$ cat src/rtl/frame_fetch_pkg.sv
package frame_fetch_pkg;
  localparam logic [1:0] SEL_CTRL  = 2'd0;
  localparam logic [1:0] SEL_BASE0 = 2'd1;
  localparam logic [1:0] SEL_BASE1 = 2'd2;

  // Words per frame: 16-bit pixels pack two per word, 24-bit pixels use one word.
  function automatic int frame_words(int h, int v, int bits);
    return (bits == 16) ? (h * v) / 2 : h * v;
  endfunction
endpackage

$ cat src/rtl/fetch_cfg_regs.sv
module fetch_cfg_regs #(
  parameter int ADDR_W = 32
) (
  input  logic                  clk,
  input  logic                  rst_n,
  input  logic                  cfg_we,
  input  logic [1:0]            cfg_sel,
  input  logic [ADDR_W-1:0]     cfg_wdata,
  output logic                  en_q,
  output logic [1:0][ADDR_W-1:0] base_sh
);
  import frame_fetch_pkg::*;

  logic en_ce;
  assign en_ce = cfg_we && (cfg_sel == SEL_CTRL);

  always_ff @(posedge clk or negedge rst_n) begin
    if (!rst_n)     en_q <= 1'b0;
    else if (en_ce) en_q <= cfg_wdata[0];
  end

  for (genvar b = 0; b < 2; b++) begin : g_base
    logic ce;
    assign ce = cfg_we && (cfg_sel == ((b == 0) ? SEL_BASE0 : SEL_BASE1));
    always_ff @(posedge clk or negedge rst_n) begin
      if (!rst_n)  base_sh[b] <= '0;
      else if (ce) base_sh[b] <= cfg_wdata;
    end
  end
endmodule

$ cat src/rtl/fetch_req_ctrl.sv
module fetch_req_ctrl #(
  parameter int FIFO_DEPTH = 256,
  parameter int MAX_OUT    = 8,
  parameter int LVL_W      = 9,
  parameter int OUT_W      = 4
) (
  input  logic             clk,
  input  logic             rst_n,
  input  logic             en_q,
  input  logic [LVL_W-1:0] fifo_level,
  input  logic             mem_waitreq,
  input  logic             mem_rvalid,
  output logic             mem_read,
  output logic             accept
);
  localparam int CW = LVL_W + 1;

  logic [OUT_W-1:0] out_q, out_n;
  logic [CW-1:0]    free_sp, in_flight;
  logic             issue_ok, read_n;

  assign accept = mem_read && !mem_waitreq;

  always_comb begin
    out_n     = out_q + OUT_W'(accept) - OUT_W'(mem_rvalid);
    free_sp   = CW'(FIFO_DEPTH) - {1'b0, fifo_level};
    in_flight = CW'(out_q) + CW'(accept);
    issue_ok  = en_q && (free_sp > in_flight) && (in_flight < CW'(MAX_OUT));
    read_n    = (mem_read && mem_waitreq) ? 1'b1 : issue_ok;
  end

  always_ff @(posedge clk or negedge rst_n) begin
    if (!rst_n) begin
      out_q    <= '0;
      mem_read <= 1'b0;
    end else begin
      out_q    <= out_n;
      mem_read <= read_n;
    end
  end
endmodule

$ cat src/rtl/fetch_addr_gen.sv
module fetch_addr_gen #(
  parameter int ADDR_W      = 32,
  parameter int DATA_W      = 32,
  parameter int FRAME_WORDS = 153600,
  parameter int IDX_W       = 18,
  parameter bit DOUBLE_BUF  = 1'b1
) (
  input  logic                   clk,
  input  logic                   rst_n,
  input  logic                   en_q,
  input  logic                   mem_read,
  input  logic                   accept,
  input  logic [1:0][ADDR_W-1:0] base_sh,
  output logic [ADDR_W-1:0]      mem_addr,
  output logic                   cur_buf
);
  localparam int BYTE_SH = $clog2(DATA_W / 8);

  logic [IDX_W-1:0]  idx_q, idx_n;
  logic [ADDR_W-1:0] base_q, base_n;
  logic              buf_n, last, idle, wrap;

  always_comb begin
    last   = (idx_q == IDX_W'(FRAME_WORDS - 1));
    wrap   = accept && last;
    idle   = !en_q && (idx_q == '0) && !mem_read;
    idx_n  = idx_q;
    buf_n  = cur_buf;
    base_n = base_q;
    if (accept) idx_n = last ? '0 : idx_q + 1'b1;
    if (wrap) begin
      if (DOUBLE_BUF) buf_n = ~cur_buf;
      base_n = base_sh[buf_n];
    end else if (idle) begin
      base_n = base_sh[cur_buf];
    end
  end

  always_ff @(posedge clk or negedge rst_n) begin
    if (!rst_n) begin
      idx_q   <= '0;
      base_q  <= '0;
      cur_buf <= 1'b0;
    end else begin
      idx_q   <= idx_n;
      base_q  <= base_n;
      cur_buf <= buf_n;
    end
  end

  assign mem_addr = base_q + (ADDR_W'(idx_q) << BYTE_SH);
endmodule

$ cat src/rtl/frame_fetch_dma.sv
module frame_fetch_dma #(
  parameter int ADDR_W     = 32,
  parameter int DATA_W     = 32,
  parameter int H_PIX      = 640,
  parameter int V_PIX      = 480,
  parameter int PIX_BITS   = 16,
  parameter int FIFO_DEPTH = 256,
  parameter int MAX_OUT    = 8,
  parameter bit DOUBLE_BUF = 1'b1,
  localparam int LVL_W     = $clog2(FIFO_DEPTH + 1)
) (
  input  logic              clk,
  input  logic              rst_n,
  input  logic              cfg_we,
  input  logic [1:0]        cfg_sel,
  input  logic [ADDR_W-1:0] cfg_wdata,
  output logic [ADDR_W-1:0] mem_addr,
  output logic              mem_read,
  input  logic              mem_waitreq,
  input  logic [DATA_W-1:0] mem_rdata,
  input  logic              mem_rvalid,
  output logic              fifo_wr,
  output logic [DATA_W-1:0] fifo_wdata,
  input  logic [LVL_W-1:0]  fifo_level,
  output logic              cur_buf
);
  localparam int FRAME_WORDS = frame_fetch_pkg::frame_words(H_PIX, V_PIX, PIX_BITS);
  localparam int IDX_W       = (FRAME_WORDS > 1) ? $clog2(FRAME_WORDS) : 1;
  localparam int OUT_W       = $clog2(MAX_OUT + 1);

  logic                   en_q, accept;
  logic [1:0][ADDR_W-1:0] base_sh;

  fetch_cfg_regs #(.ADDR_W(ADDR_W)) u_cfg (
    .clk(clk), .rst_n(rst_n), .cfg_we(cfg_we), .cfg_sel(cfg_sel),
    .cfg_wdata(cfg_wdata), .en_q(en_q), .base_sh(base_sh)
  );

  fetch_req_ctrl #(.FIFO_DEPTH(FIFO_DEPTH), .MAX_OUT(MAX_OUT), .LVL_W(LVL_W), .OUT_W(OUT_W)) u_req (
    .clk(clk), .rst_n(rst_n), .en_q(en_q), .fifo_level(fifo_level),
    .mem_waitreq(mem_waitreq), .mem_rvalid(mem_rvalid),
    .mem_read(mem_read), .accept(accept)
  );

  fetch_addr_gen #(.ADDR_W(ADDR_W), .DATA_W(DATA_W), .FRAME_WORDS(FRAME_WORDS),
                   .IDX_W(IDX_W), .DOUBLE_BUF(DOUBLE_BUF)) u_addr (
    .clk(clk), .rst_n(rst_n), .en_q(en_q), .mem_read(mem_read), .accept(accept),
    .base_sh(base_sh), .mem_addr(mem_addr), .cur_buf(cur_buf)
  );

  // Returned words go straight into the FIFO, so they keep request order.
  assign fifo_wr    = mem_rvalid;
  assign fifo_wdata = mem_rdata;
endmodule

$ cat config.mk
export PLATFORM = sky130hd
export DESIGN_NAME = frame_fetch_dma
export DESIGN_NICKNAME = d
export VERILOG_FILES = /design/src/rtl/frame_fetch_pkg.sv /design/src/rtl/fetch_cfg_regs.sv /design/src/rtl/fetch_req_ctrl.sv /design/src/rtl/fetch_addr_gen.sv /design/src/rtl/frame_fetch_dma.sv
export SDC_FILE = /design/constraint.sdc
export NUM_CORES = 1
export LEC_CHECK = 0
export BUFFER_PORTS_ARGS = -buffer_cell sky130_fd_sc_hd__buf_2
export CAP_MARGIN = 10
export CORE_MARGIN = 10
export CORE_UTILIZATION = 45
export CTS_CLUSTER_DIAMETER = 200
export DETAILED_ROUTE_END_ITERATION = 10
export PLACE_DENSITY_LB_ADDON = 0.05
export SLEW_MARGIN = 30
export SYNTH_ARGS = -nofsm -noshare
export SYNTH_HDL_FRONTEND = slang
export SYNTH_SLANG_ARGS = --single-unit
$ cat constraint.sdc
create_clock -name clk -period 4.31 [get_ports clk]
set_input_delay 0.862 -clock clk [delete_from_list [all_inputs] [get_ports clk]]
set_output_delay 0.862 -clock clk [all_outputs]
set_load 0.03 [all_outputs]
==> results.yml <==
run_status:
  status: "complete, no violations"
die:
  die_h_um: 145
  die-area_um2: 21000
  start_util_pct: 46.1
  io_pins: 147
  die_width_um: 145
  rows: 45
  core_um2: 15300
yosys:
  synth_ff_type: "dfrtp_1"
  yosysSeqAreaShare_pct: 43.1
  syn_nets: 781
  syn_inst: 665
  synth_top_cell_area_share_pct: 43.1
  synthesis.area_um2: 7030
  ys_seq_elements: 121
  async_reset_ff_share_pct: 100
  avgSynthCellArea_um2: 10.6
  synth_edf_count: 0
  synth_top_cell_by_area: "dfrtp_1"
  synthTopCellsByArea: "dfrtp_1 (43%), mux2_2 (11%), o221ai_1 (7.7%)"
  ys_types: 49
  synth_warnings: 0
global_route:
  antenna_found_initial: 0
  grt_pass1_vias: 5504
  grt_max_degree: 74
  grt_pass1_wl_mm: 29.2
  grt-ovfl-total: 0
  gr-usage-all-layers_pct: 16.8
critical_path:
  reg2reg_slack_ps: 1380
  timing.rr.start: "u_addr.idx_q[15]"
  cp_top_family: "compound AO/OA/AOI/OAI gates"
  path_class: "flop to primary output"
  critical_path_arrival_ps: 3170
  start_kind: "flop"
  crit_buf_inv: 2
  reg2reg_to: "u_addr.base_q[2]"
  cpMaxStageDelayCell: "dfrtp_1"
  path_cells: "ha_1, inv_1, fa_1, nor2b_1, o2111ai_1, a31oi_2, o21ai_2, a211oi_1, xor2_1, buf_2"
  r2r_cells: 7
  required_ps: 3450
  slowest_delay_ps: 430
  setup.worst_path.end_class: "primary output"
  crit_path_max_fanout: 6
cts:
  htree_levels: 4
  clk-insertion-delay-late_ps: 420
  cts_root_buffer: "clkbuf_16"
  cts_buffer_depth: 2
  cts.clk_slew.worst_paths_ps: 60
  clock-sinks: 121
  postCtsSetupBuffers: 0
  tritoncts: "yes"
  cts_buffers: 17
power:
  p_sw_w: 0.00101
  comb_power_share_pct: 16.4
  internal-power_w: 0.00259
  p_sw_share_pct: 28.1
  p_leak_nw: 3.66
  ir_drop_v: 0.000350
  power.density_nw_per_um2: 450
  power_frac_clock_pct: 43.2
  seqPwrFrac_pct: 40.4
drt:
  antenna_left: 0
  wl_per_cell_um: 19.0
  routed_wl_mm: 17.7
  route.detailed.drc: 0
  drtPass1Iterations: 5
  routed_via_density: 5.83
  first_iter_violations: 393
  vias: 5440
place:
  dpl-instance-area_um2: 7350
  post-dp-hpwl_mm: 12.1
  gp_congestion: 0.861
  portBuffers: 82
sta:
  rsz0062_at_grt: "false"
  maxSlewHeadroom_pct: 37.4
  tns_ps: 0
  final.period_utilization_pct: 93.6
  setup-violations-final: 0
  timing.fmax_mhz: 248
  slew_violations: 0
  hold_violations: 0
  finClkSkew_ps: 8.78
  worstMarginPinSlew_ps: 932
  finalCriticalPeriod_ps: 4030
layout:
  fill_cells: 1397
  finalInstanceArea_um2: 8010
  nets: 825
  drive_gt1_share_pct: 26.7
  final_util_pct: 52.5
  area_delta_synth_final_pct: 14.0
  n_antenna_cell: 0
run:
  cap_violations: 0
min_path:
  holdCritPathClass: "input port to asynchronous set/reset pin"
cell families after synthesis:
kind of cell / Yosys count / synth area share, %
multiplexers: 68 / 10.9
AND/OR/NAND/NOR: 145 / 10.1
AO/OA/AOI/OAI: 162 / 16.1
adder cells (fa/ha/maj): 36 / 6.62
flip-flops: 121 / 43.1
XOR/XNOR: 49 / 6.10
buffers and inverters: 84 / 7.15
power groups by stage:
stage	Sequential, W	Combinational, W	Clock (W)
floorplan	0.00144	0.000481	0
global placement	0.00146	0.000580	0
detailed placement	0.00147	0.000604	0
CTS	0.00145	0.000607	0.00158
global route	0.00148	0.000669	0.00164
finish	0.00146	0.000592	0.00156
registers in the layout, summed over array words and instances, names as in the netlist:
name            cells
u_addr.idx_q       18
u_addr.cur_buf      1
u_req.mem_read      1
u_req.out_q         4
u_addr.base_q      32
u_cfg.base_sh      64
u_cfg.en_q          1
per-stage QoR:
step | setup WS (ps) | std cells | hold WS (ps) | total power (W)
4_1_cts | 125 | 933 | 512 | 0.00364
5_1_grt | 67.1 | 933 | 529 | 0.00379
6_report | 277 | 933 | 482 | 0.00360
2_1_floorplan | 872 | 665 | 475 | 0.00192
3_5_place_dp | 468 | 901 | 497 | 0.00208
3_3_place_gp | 545 | 901 | 495 | 0.00204
Yosys cell counts (5+ instances only):
cell      instances
a21o_1            6
xnor2_1          28
ha_1             34
buf_4            38
nand4_1           7
inv_1            19
clkbuf_1         19
o221ai_1         62
nor3_1           10
dfrtp_1         121
o21ai_0          15
xor2_1           21
mux2_2           67
buf_6             6
and3_1            5
nand2_1          26
nand3_1          10
nor2_1           56
a21oi_1          52
routing by layer:
metal | global-route usage, % | up-vias | share of wire [%]
li1 | - | 2539 | -
met1 | 20.8 | 2749 | 44
met2 | 28.0 | 129 | 49
met3 | 4.66 | 23 | 4.6
met4 | 5.06 | 0 | 1.6
met5 | 0 | - | 0
final cells by class:
class,count,area [µm²],share of cell area (%)
clock buffer,19,453,5.65
clock inverter,13,191,2.39
inverter,19,71.3,0.890
multi-input combinational,460,3520,43.9
sequential,121,3030,37.8
tap,211,264,3.29
timing repair buffer,90,489,6.10
timing repair:
item | 4_1_cts | 5_1_grt
endpoints found under the setup margin | 2 | 6
gates resized for setup | 1 | 3
hold buffers | 0 | 0
endpoints found under the hold margin | 0 | 0
cloned | 0 | 0
worst max-delay path by stage:
stage | startpoint | to | slack [ps] | cells after the start
after floorplan | u_addr.idx_q[0] | mem_addr[26] | 870 | 9
after global placement | u_addr.idx_q[0] | mem_addr[30] | 540 | 10
after detailed placement | u_addr.idx_q[0] | mem_addr[30] | 470 | 10
after CTS | u_addr.idx_q[0] | mem_addr[26] | 120 | 10
after global routing | u_addr.idx_q[0] | mem_addr[16] | 70 | 10
final | u_addr.idx_q[0] | mem_addr[26] | 280 | 10
placed cells by master (no fill, tap or decap), types with 10 or more instances in the layout:
cell type | synthesis | final
dfrtp_1 | 121 | 121
ha_1 | 34 | 34
o221ai_1 | 62 | 62
o21ai_0 | 15 | 14
clkbuf_16 | 0 | 17
xnor2_1 | 28 | 28
nor3_1 | 10 | 10
nand3_1 | 10 | 10
buf_2 | 0 | 81
a21oi_1 | 52 | 52
inv_1 | 19 | 19
mux2_2 | 67 | 67
xor2_1 | 21 | 21
nand2_1 | 26 | 26
nor2_1 | 56 | 56
No activity file was read; power rests on OpenSTA's default activity.
